--- src/rtl/deconv_pkg.sv ---
package deconv_pkg;
  typedef enum logic [1:0] {
    ST_IDLE = 2'd0,
    ST_LOAD = 2'd1,
    ST_MAC  = 2'd2,
    ST_DIV  = 2'd3
  } dc_state_e;
endpackage

--- src/rtl/deconv_mem.sv ---
module deconv_mem #(
  parameter int DW    = 8,
  parameter int DEPTH = 8,
  parameter int AW    = 3
) (
  input  logic          clk,
  input  logic          rst_n,
  input  logic          we,
  input  logic [AW-1:0] waddr,
  input  logic [DW-1:0] wdata,
  input  logic [AW-1:0] raddr,
  output logic [DW-1:0] rdata
);
  localparam int IW = (DEPTH > 1) ? $clog2(DEPTH) : 1;

  logic [DW-1:0] cells [DEPTH];

  function automatic logic in_range(input logic [AW-1:0] a);
    return 32'(a) < DEPTH;
  endfunction

  always_ff @(posedge clk or negedge rst_n) begin
    if (!rst_n) begin
      for (int i = 0; i < DEPTH; i++) cells[i] <= '0;
    end else if (we && in_range(waddr)) begin
      cells[waddr[IW-1:0]] <= wdata;
    end
  end

  assign rdata = in_range(raddr) ? cells[raddr[IW-1:0]] : '0;
endmodule

--- src/rtl/deconv_div.sv ---
module deconv_div #(
  parameter int ACCW = 19,
  parameter int DW   = 8
) (
  input  logic signed [ACCW-1:0] num,
  input  logic        [DW-1:0]   den_raw,
  output logic        [DW-1:0]   quo,
  output logic signed [ACCW-1:0] rem
);
  function automatic logic signed [ACCW-1:0] widen(input logic [DW-1:0] v);
    return {{(ACCW-DW){v[DW-1]}}, v};
  endfunction

  function automatic logic [DW-1:0] quot_trunc(input logic signed [ACCW-1:0] a,
                                               input logic signed [ACCW-1:0] b);
    if (b == '0) return '0;
    return DW'(a / b);
  endfunction

  function automatic logic signed [ACCW-1:0] rem_trunc(input logic signed [ACCW-1:0] a,
                                                       input logic signed [ACCW-1:0] b);
    if (b == '0) return '0;
    return a % b;
  endfunction

  logic signed [ACCW-1:0] den;
  assign den = widen(den_raw);
  assign quo = quot_trunc(num, den);
  assign rem = rem_trunc(num, den);
endmodule

--- src/rtl/deconv_ctrl.sv ---
module deconv_ctrl
  import deconv_pkg::*;
#(
  parameter int DW   = 8,
  parameter int YLEN = 8,
  parameter int GLEN = 4,
  parameter int AW   = 3,
  parameter int ACCW = 19
) (
  input  logic                   clk,
  input  logic                   rst_n,
  input  logic                   start,
  input  logic        [DW-1:0]   y_rd,
  input  logic        [DW-1:0]   g_rd,
  input  logic        [DW-1:0]   f_rd,
  input  logic        [DW-1:0]   div_q,
  input  logic signed [ACCW-1:0] div_r,
  output logic        [AW-1:0]   y_addr,
  output logic        [AW-1:0]   g_addr,
  output logic        [AW-1:0]   f_raddr,
  output logic        [AW-1:0]   f_waddr,
  output logic        [DW-1:0]   f_wdata,
  output logic                   f_we,
  output logic signed [ACCW-1:0] acc_o,
  output logic                   busy,
  output logic                   done,
  output logic                   err_zero,
  output logic                   inexact
);
  localparam int FLEN = YLEN - GLEN + 1;

  dc_state_e              st;
  logic [AW-1:0]          n_q;
  logic [AW-1:0]          k_q;
  logic signed [ACCW-1:0] acc_q;
  logic                   done_q;
  logic                   err_q;
  logic                   inex_q;

  function automatic logic [AW-1:0] first_k(input logic [AW-1:0] n);
    if (32'(n) >= GLEN - 1) return n - AW'(GLEN - 1);
    return '0;
  endfunction

  function automatic logic signed [ACCW-1:0] widen(input logic [DW-1:0] v);
    return {{(ACCW-DW){v[DW-1]}}, v};
  endfunction

  function automatic logic signed [ACCW-1:0] mac_step(input logic signed [ACCW-1:0] a,
                                                      input logic [DW-1:0] fv,
                                                      input logic [DW-1:0] gv);
    logic signed [2*DW-1:0] prod;
    logic signed [ACCW-1:0] prod_w;
    prod   = $signed(fv) * $signed(gv);
    prod_w = {{(ACCW-2*DW){prod[2*DW-1]}}, prod};
    return a + (~prod_w) + ACCW'(1);
  endfunction

  logic last_sample;
  logic mac_end;
  logic g0_zero;

  assign last_sample = (n_q == AW'(FLEN - 1));
  assign mac_end     = (k_q == n_q);
  assign g0_zero     = (g_rd == '0);

  assign y_addr  = n_q;
  assign g_addr  = (st == ST_MAC) ? (n_q - k_q) : '0;
  assign f_raddr = k_q;
  assign f_waddr = n_q;
  assign f_wdata = div_q;
  assign f_we    = (st == ST_DIV);
  assign acc_o   = acc_q;
  assign busy    = (st != ST_IDLE);
  assign done    = done_q;
  assign err_zero = err_q;
  assign inexact = inex_q;

  always_ff @(posedge clk or negedge rst_n) begin
    if (!rst_n) begin
      st     <= ST_IDLE;
      n_q    <= '0;
      k_q    <= '0;
      acc_q  <= '0;
      done_q <= 1'b0;
      err_q  <= 1'b0;
      inex_q <= 1'b0;
    end else begin
      case (st)
        ST_IDLE: begin
          if (start) begin
            done_q <= 1'b0;
            err_q  <= 1'b0;
            inex_q <= 1'b0;
            n_q    <= '0;
            if (g0_zero) begin
              err_q  <= 1'b1;
              done_q <= 1'b1;
            end else begin
              st <= ST_LOAD;
            end
          end
        end
        ST_LOAD: begin
          acc_q <= widen(y_rd);
          k_q   <= first_k(n_q);
          st    <= ST_MAC;
        end
        ST_MAC: begin
          if (mac_end) begin
            st <= ST_DIV;
          end else begin
            acc_q <= mac_step(acc_q, f_rd, g_rd);
            k_q   <= k_q + AW'(1);
          end
        end
        ST_DIV: begin
          if (div_r != '0) inex_q <= 1'b1;
          if (last_sample) begin
            done_q <= 1'b1;
            st     <= ST_IDLE;
          end else begin
            n_q <= n_q + AW'(1);
            st  <= ST_LOAD;
          end
        end
        default: st <= ST_IDLE;
      endcase
    end
  end
endmodule

--- src/rtl/deconv_engine.sv ---
module deconv_engine #(
  parameter int DW   = 8,
  parameter int YLEN = 8,
  parameter int GLEN = 4
) (
  input  logic                     clk,
  input  logic                     rst_n,
  input  logic                     wr_en,
  input  logic                     wr_sel,
  input  logic [$clog2(YLEN)-1:0]  wr_addr,
  input  logic [DW-1:0]            wr_data,
  input  logic                     start,
  input  logic [$clog2(YLEN)-1:0]  rd_addr,
  output logic [DW-1:0]            rd_data,
  output logic                     busy,
  output logic                     done,
  output logic                     err_zero,
  output logic                     inexact
);
  localparam int AW   = $clog2(YLEN);
  localparam int FLEN = YLEN - GLEN + 1;
  localparam int ACCW = 2 * DW + $clog2(GLEN) + 1;

  logic                   y_we;
  logic                   g_we;
  logic [AW-1:0]          y_addr;
  logic [AW-1:0]          g_addr;
  logic [AW-1:0]          f_raddr_mac;
  logic [AW-1:0]          f_raddr;
  logic [AW-1:0]          f_waddr;
  logic [DW-1:0]          f_wdata;
  logic                   f_we;
  logic [DW-1:0]          y_rd;
  logic [DW-1:0]          g_rd;
  logic [DW-1:0]          f_rd;
  logic signed [ACCW-1:0] acc_w;
  logic [DW-1:0]          quo_w;
  logic signed [ACCW-1:0] rem_w;

  assign y_we    = wr_en && !busy && !wr_sel;
  assign g_we    = wr_en && !busy &&  wr_sel;
  assign f_raddr = busy ? f_raddr_mac : rd_addr;
  assign rd_data = f_rd;

  deconv_mem #(.DW(DW), .DEPTH(YLEN), .AW(AW)) i_ymem (
    .clk(clk), .rst_n(rst_n), .we(y_we), .waddr(wr_addr), .wdata(wr_data),
    .raddr(y_addr), .rdata(y_rd)
  );

  deconv_mem #(.DW(DW), .DEPTH(GLEN), .AW(AW)) i_gmem (
    .clk(clk), .rst_n(rst_n), .we(g_we), .waddr(wr_addr), .wdata(wr_data),
    .raddr(g_addr), .rdata(g_rd)
  );

  deconv_mem #(.DW(DW), .DEPTH(FLEN), .AW(AW)) i_fmem (
    .clk(clk), .rst_n(rst_n), .we(f_we), .waddr(f_waddr), .wdata(f_wdata),
    .raddr(f_raddr), .rdata(f_rd)
  );

  deconv_div #(.ACCW(ACCW), .DW(DW)) i_div (
    .num(acc_w), .den_raw(g_rd), .quo(quo_w), .rem(rem_w)
  );

  deconv_ctrl #(.DW(DW), .YLEN(YLEN), .GLEN(GLEN), .AW(AW), .ACCW(ACCW)) i_ctrl (
    .clk(clk), .rst_n(rst_n), .start(start),
    .y_rd(y_rd), .g_rd(g_rd), .f_rd(f_rd), .div_q(quo_w), .div_r(rem_w),
    .y_addr(y_addr), .g_addr(g_addr), .f_raddr(f_raddr_mac), .f_waddr(f_waddr),
    .f_wdata(f_wdata), .f_we(f_we), .acc_o(acc_w),
    .busy(busy), .done(done), .err_zero(err_zero), .inexact(inexact)
  );
endmodule

--- config.mk ---
export PLATFORM = sky130hd
export DESIGN_NAME = deconv_engine
export DESIGN_NICKNAME = d
export VERILOG_FILES = /design/src/rtl/deconv_pkg.sv /design/src/rtl/deconv_mem.sv /design/src/rtl/deconv_div.sv /design/src/rtl/deconv_ctrl.sv /design/src/rtl/deconv_engine.sv
export SDC_FILE = /design/constraint.sdc
export NUM_CORES = 1
export LEC_CHECK = 0
export CORE_ASPECT_RATIO = 0.75
export CORE_MARGIN = 2
export CORE_UTILIZATION = 60
export CTS_CLUSTER_DIAMETER = 50
export DETAILED_ROUTE_END_ITERATION = 8
export PLACE_DENSITY = 0.78
export SYNTH_ARGS = -nofsm -noshare
export SYNTH_HDL_FRONTEND = slang
export SYNTH_HIERARCHICAL = 1
export SYNTH_SLANG_ARGS = --single-unit
--- constraint.sdc ---
create_clock -name clk -period 69.1 [get_ports clk]
set_input_delay 13.82 -clock clk [delete_from_list [all_inputs] [get_ports clk]]
set_output_delay 13.82 -clock clk [all_outputs]
set_load 0.02 [all_outputs]
==> results of run 1 <==
==> metal layers <==
layer	wire, um	vias to the layer above	part of all wire [%]
li1	-	10500	-
met1	33300	10900	45
met2	32400	1054	43
met3	6750	154	9.0
met4	2230	0	3.0
met5	0	-	0
==> logic make-up (layout without fill, tap and decap cells) <==
family / after synthesis / after routing / synth area share (%)
compound gates: 793 / 793 / 22.6
xor+xnor: 189 / 189 / 6.95
fa+ha+maj: 309 / 309 / 18.0
buf+inv: 275 / 275 / 4.88
flops: 166 / 166 / 17.4
mux: 236 / 236 / 11.9
other cells: 1 / 66 / 0.0157
simple gates: 866 / 866 / 18.4
==> cells in the final DEF (no fill, tap or decap), types with 45 or more instances in the layout <==
| cell type | count |
|---|---|
| a21o_1 | 59 |
| xor2_1 | 74 |
| o21a_1 | 50 |
| mux2_2 | 173 |
| a21oi_1 | 189 |
| dfrtp_1 | 166 |
| nand2_1 | 239 |
| mux2i_1 | 45 |
| inv_1 | 178 |
| xnor2_1 | 112 |
| fa_1 | 58 |
| o21ai_0 | 127 |
| and2_1 | 62 |
| nor2_1 | 213 |
| nand3_1 | 46 |
| conb_1 | 66 |
| ha_1 | 251 |
| nor3_1 | 65 |
==> how the worst max path moves through the flow <==
| stage | start | end | slack, ns | cells past startpoint |
|---|---|---|---|---|
| final | i_ctrl/st[0] | i_ctrl/inexact | 21.68 | 158 |
| after global routing | i_ctrl/st[0] | i_ctrl/inexact | 18.81 | 158 |
| after CTS | i_ctrl/st[0] | i_ctrl/inexact | 23.04 | 158 |
| after detailed placement | i_ctrl/st[0] | i_ctrl/inexact | 23.20 | 158 |
| after global placement | i_ctrl/st[0] | i_ctrl/inexact | 24.48 | 157 |
| after floorplan | i_ctrl/f_waddr[0] | i_ctrl/inexact | 31.10 | 168 |
==> sequential cells by signal, summed over array words and instances, names as in the netlist <==
signal	cells
i_ctrl/f_raddr	3
i_ctrl/inexact	1
i_ctrl/done	1
i_ymem/cells	64
i_fmem/cells	40
i_ctrl/acc_o	19
i_ctrl/st	2
i_gmem/cells	32
i_ctrl/f_waddr	3
i_ctrl/err_zero	1
==> cell type report <==
cell class / count / area [um2] / share of cell area (%)
inverter: 181 / 679 / 2.66
multi-input combinational: 2459 / 18900 / 74.1
tap: 520 / 651 / 2.55
sequential: 166 / 4150 / 16.3
clock buffer: 20 / 457 / 1.79
timing repair buffer: 62 / 542 / 2.12
clock inverter: 12 / 135 / 0.529
==> cell usage after synthesis, types with 24 or more instances <==
| cell type | count | area (um2) |
|---|---|---|
| a211oi_1 | 31 | 233 |
| a21o_1 | 59 | 443 |
| a21oi_1 | 189 | 946 |
| a31oi_1 | 35 | 219 |
| and2_1 | 62 | 388 |
| clkbuf_1 | 42 | 158 |
| dfrtp_1 | 166 | 4150 |
| fa_1 | 58 | 1160 |
| ha_1 | 251 | 3140 |
| inv_1 | 178 | 668 |
| mux2_2 | 173 | 1950 |
| mux2i_1 | 45 | 450 |
| nand2_1 | 239 | 897 |
| nand2b_1 | 33 | 206 |
| nand3_1 | 46 | 230 |
| nor2_1 | 213 | 800 |
| nor2b_1 | 30 | 188 |
| nor3_1 | 65 | 325 |
| o211ai_1 | 27 | 203 |
| o21a_1 | 50 | 375 |
| o21ai_0 | 127 | 636 |
| o21ai_1 | 24 | 120 |
| or2_2 | 25 | 156 |
| or3_1 | 25 | 156 |
| xnor2_1 | 113 | 990 |
| xor2_1 | 75 | 657 |
==> stage by stage <==
| step | hold slack [ns] | setup WS (ns) | cells |
|---|---|---|---|
| after floorplan | 0.470 | 31.10 | 2900 |
| after global placement | 0.479 | 24.48 | 3388 |
| after detailed placement | 0.490 | 23.20 | 3388 |
| after CTS | 0.505 | 23.04 | 3420 |
| after global routing | 0.514 | 18.81 | 3420 |
| final | 0.502 | 21.68 | 3420 |
==> worst reg2reg max path: cells and delay by family (launching register included) <==
| kind | cells | cell delay (ns) |
|---|---|---|
| buffers and inverters | 11 | 2.38 |
| and+or+nand+nor | 50 | 15.47 |
| AOI/OAI and AO/OA | 71 | 20.04 |
| DFF | 1 | 0.43 |
| adders and majority gates | 20 | 6.70 |
| muxes | 6 | 2.22 |
==> results by group, run 1 <==
Critical path
  • WP data arrival: ~48 ns
  • CP top delay family: compound AO/OA/AOI/OAI gates
  • CP bufs+invs: 11
  • Crit path max fanout: 27
  • Startpoint types: flop
  • CP Data Required Time: approximately 70 ns
  • Setup CP Type: flop to flop
  • CP Capture Type: flop
  • FF-to-FF setup slack: 21.68 ns
  • Most repeated library cell on the critical path: ha_1
  • Reg-to-reg endpoint: i_ctrl/inexact
  • Critical path's slowest cell: nor2b_2
  • Reg2reg start: i_ctrl/st[0]
  • Slowest Stage Delay on Critical Path: about 0.97 ns
  • Worst reg-to-reg path cell count: about 160

Synthesis
  • EDFF count, synth: 0
  • Library cells used by synthesis: 117
  • Mapped Cells: between 2,000 and 3,000
  • Dominant synthesized flop cell: dfrtp_1
  • Yosys reg bits: between 150 and 200
  • Mean Syn Cell Area: 8.44 um2
  • Ys async rst share: 100%
  • Register area share after synthesis: between 15 and 20%
  • Post-Synthesis Cell Area: 23,900 um2
  • Yosys Warn Count: 6

Clock network
  • Max H-tree Level: 4
  • Post-CTS resize count: 0
  • Worst skew pair latency: approximately 0.43 ns
  • TritonCTS clock tree: yes
  • Cts bufs inserted: 17
  • Post-CTS setup buffer count: 0
  • Longest Clk Path Bufs: 2
  • Cts hold-fix bufs: 0
  • Clock Sinks: 166
  • Clk root buf: clkbuf_16
  • Worst-path clk slew: about 0.06 ns

Detailed routing
  • WL final: around 75 mm
  • DR vias: about 23,000
  • Drt drc: 0
  • DRT iter0 DRCs: 2,462
  • First-pass iteration count of the detailed router: 6
  • ANT nets after route: 0
  • Vias/cell: around 6.6
  • Routed WL per cell: roughly 22 um

STA
  • Endpoints failing setup: 0
  • RSZ-0062 raised after global routing: false
  • Slew Limit Fails: 0
  • Slew @ Worst Pin: ~1.2 ns
  • Worst slew margin: roughly 22%
  • Final Hold Viols: 0
  • Crit share post-route: between 60 and 70%
  • Worst Clk Skew: approximately 0.0092 ns
  • Fmax: about 0.021 GHz
  • Setup TNS: 0 ns
  • Fin crit period: between 40 and 50 ns

Run
  • MaxCap Viol Count: 0

Cells and area
  • Diodes inserted: 0
  • Final net count: 3,215
  • Fillers: approximately 3,300
  • Share of layout cells above drive strength 1: between 10% and 20%
  • Post-Layout Inst Area: 25,500 um2
  • Synthesis-to-layout area growth: 6.76%
  • Post-layout util: between 60% and 70%

Floorplan
  • I/O pin count: 31
  • Starting Density: approximately three fifths
  • Die Height: around 180 um
  • Die area: 41,500 um2
  • Die X: ~230 um
  • Site row count: 63
  • Core area: around 39,000 um2

Place
  • DP Wirelength: around 58 mm
  • Post-DP Area: ~25,000 um2
  • Buffers on Ports: 30
  • Placer congestion estimate: 1.03

Global routing
  • Total congestion overflow: 0
  • GRT Total Usage: a little over a third
  • First-pass GRT wire length: 119 mm
  • Grt met1 use: 50.2%
  • Global routing's busiest layer: met2
  • Met3 GRT Util: under 10%
  • GR Util met2: between 50% and 60%
  • Pin count of the biggest net entering global routing: 95
  • Vias in the first global route: between 20,000 and 25,000
  • Initial antenna violation count: 0

Worst hold path
  • Worst hold path stage count: 1
  • Hold Crit Start: i_ymem/cells[8]
  • Hold Path End: i_ymem/cells[8]
  • HP Class: flop to flop

Run status
  • Status: complete, no violations
Power of run 1 is not shown: default switching activity piles up to over one toggle a cycle in this logic, so the estimate is an artifact.
==> run 2, diff against run 1 <==
- PLACE_DENSITY: 0.78 -> 0.81
- clock period: 69.1 -> 40.7 ns (I/O delays scaled with it)
==> run 2 against run 1 <==
Compared with the run above: cell count grew 1.3%; global-route usage down 0.38 points; first-iteration DRC count is 4.7% lower; cell area rose by 2.9%; utilization is 1.9 points higher; routed wire length up 0.74%; maximum frequency up 22%; sequential share of layout area is 0.46 points lower; non-clock buffer count increased by 47; clock-buffer cell count decreased by 3; die area stayed put.
==> results by group, run 2 (synthesis results as in run 1) <==
Worst hold path
  • HP Class: flop to flop

Critical path
  • CP Data Required Time: between 40 and 50 ns
  • Slowest Stage Delay on Critical Path: 0.60 ns
  • Startpoint types: flop
  • Crit path max fanout: 21
  • CP Capture Type: flop
  • WP data arrival: 39.26 ns
  • Critical path's slowest cell: o31ai_1
  • Most repeated library cell on the critical path: ha_1
  • Setup CP Type: flop to flop

Cells and area
  • Final net count: roughly 3,300
  • Synthesis-to-layout area growth: 9.86%
  • Multi-input logic area: 19,300 um2
  • Diodes inserted: 0
  • Storage element area: about 4200 um2
  • Commonest non-fill, non-tap cells in the layout: 249 x ha_1, 237 x nand2_1, 206 x nor2_1
  • Fillers: 3,213
  • Most common cell after layout, fill and taps aside: ha_1
  • Share of layout cells above drive strength 1: roughly 14%
  • Max reg flops: 64
  • Post-Layout Inst Area: about 26,000 um2
  • Post-layout util: between 60% and 70%
  • Top Registers: i_ymem/cells (64), i_fmem/cells (40), i_gmem/cells (32)
  • Biggest register: i_ymem/cells

Place
  • Buffers on Ports: 30
  • DP Wirelength: around 57 mm
  • Post-DP Area: approximately 25,000 um2
  • Placer congestion estimate: between 1 and 1.5

Global routing
  • Vias in the first global route: approximately 22,000
  • Pin count of the biggest net entering global routing: 94
  • Initial antenna violation count: 0
  • First-pass GRT wire length: roughly 120 mm
  • GRT Total Usage: a little over a third
  • Total congestion overflow: 0

Floorplan
  • Die X: between 200 and 250 um
  • Die Height: approximately 180 um
  • Core area: ~39,000 um2
  • Site row count: 63
  • I/O pin count: 31
  • Starting Density: roughly three fifths
  • Die area: approximately 42,000 um2

Detailed routing
  • ANT nets after route: 0
  • Vias/cell: roughly 6.6
  • DR vias: approximately 23,000
  • DRT iter0 DRCs: around 2,300
  • Drt drc: 0
  • First-pass iteration count of the detailed router: 6
  • Routed WL per cell: ~22 um
  • WL final: ~75 mm

Run status
  • Status: complete, no violations

STA
  • Fmax: 0.0257 GHz
  • Worst slew margin: about a fifth
  • Endpoints failing setup: 0
  • Fin crit period: around 39 ns
  • Setup TNS: 0 ns
  • Slew Limit Fails: 0
  • Crit share post-route: around 96%
  • Worst Clk Skew: 0.0141 ns
  • Final Hold Viols: 0
  • Slew @ Worst Pin: between 1 and 1.5 ns

Clock network
  • Cts bufs inserted: 17
  • TritonCTS clock tree: yes
  • Worst skew pair latency: 0.43 ns
  • Clock Sinks: about 170
  • Cts hold-fix bufs: 0
  • Worst-path clk slew: around 0.07 ns
  • Longest Clk Path Bufs: 2
  • Clk root buf: clkbuf_16
  • Max H-tree Level: 4

Run
  • MaxCap Viol Count: 0
## run 2: changes by cell type in the layout (fill, tap and decap cells not counted), sizes merged
cell	delta
buf	+47
bufinv	+3
clkbuf	-3
clkinv	-2
clkinvlp	-1
inv	+2
## run 2: final timing paths
| path | from | endpoint | slack [ns] | depth (start not counted) |
|---|---|---|---|---|
| max in group asynchronous | rst_n | i_fmem/cells[35] | 31.37 | 2 |
| setup / recovery | i_ctrl/f_raddr[0] | i_ctrl/inexact | 1.76 | 157 |
| hold / removal | i_ymem/cells[33] | i_ymem/cells[33] | 0.50 | 1 |
| setup reg to reg | i_ctrl/f_raddr[0] | i_ctrl/inexact | 1.76 | 157 |
| hold reg to reg | i_ymem/cells[33] | i_ymem/cells[33] | 0.50 | 1 |
| min in group asynchronous | rst_n | i_ymem/cells[12] | 7.77 | 1 |
## run 2: repair_timing
action | in CTS | in global routing
setup endpoints to repair | 1 | 41
setup buffers | 0 | 13
pin swaps | 0 | 10
gates resized for setup | 4 | 75
## run 2: layout make-up
type,count,share of cell area [%]
Multi-Input combinational cell,2459,73.3
Sequential cell,166,15.8
Timing Repair Buffer,109,3.45
Inverter,181,2.58
Tap cell,520,2.47
Clock buffer,17,1.62
Clock inverter,14,0.814
## run 2: stage by stage
stage	setup WS, ns	std cells	hold slack, ns
floorplan	2.70	2900	0.470
global placement	0.857	3422	0.478
detailed placement	-0.232	3422	0.488
CTS	0.0582	3453	0.500
global route	-0.151	3466	0.513
finish	1.76	3466	0.497
## run 2: worst max-delay path: cells and delay by family, from the launching register on
| family | cells | cell delay, ns |
|---|---|---|
| xor gates and xnor gates | 2 | 0.37 |
| DFF | 1 | 0.48 |
| and+or+nand+nor | 39 | 8.11 |
| adders and majority gates | 21 | 6.61 |
| AOI/OAI and AO/OA | 73 | 17.37 |
| buffers and inverters | 14 | 2.83 |
| muxes | 8 | 2.96 |
## run 2: per-layer routing
layer	up-vias	track usage, %	wire length [um]
li1	10600	-	-
met1	11100	50.7	33400
met2	1144	55.1	33100
met3	185	4.44	6480
met4	0	11.0	2300
met5	-	0	0
Power of run 2 is left out for the same reason.
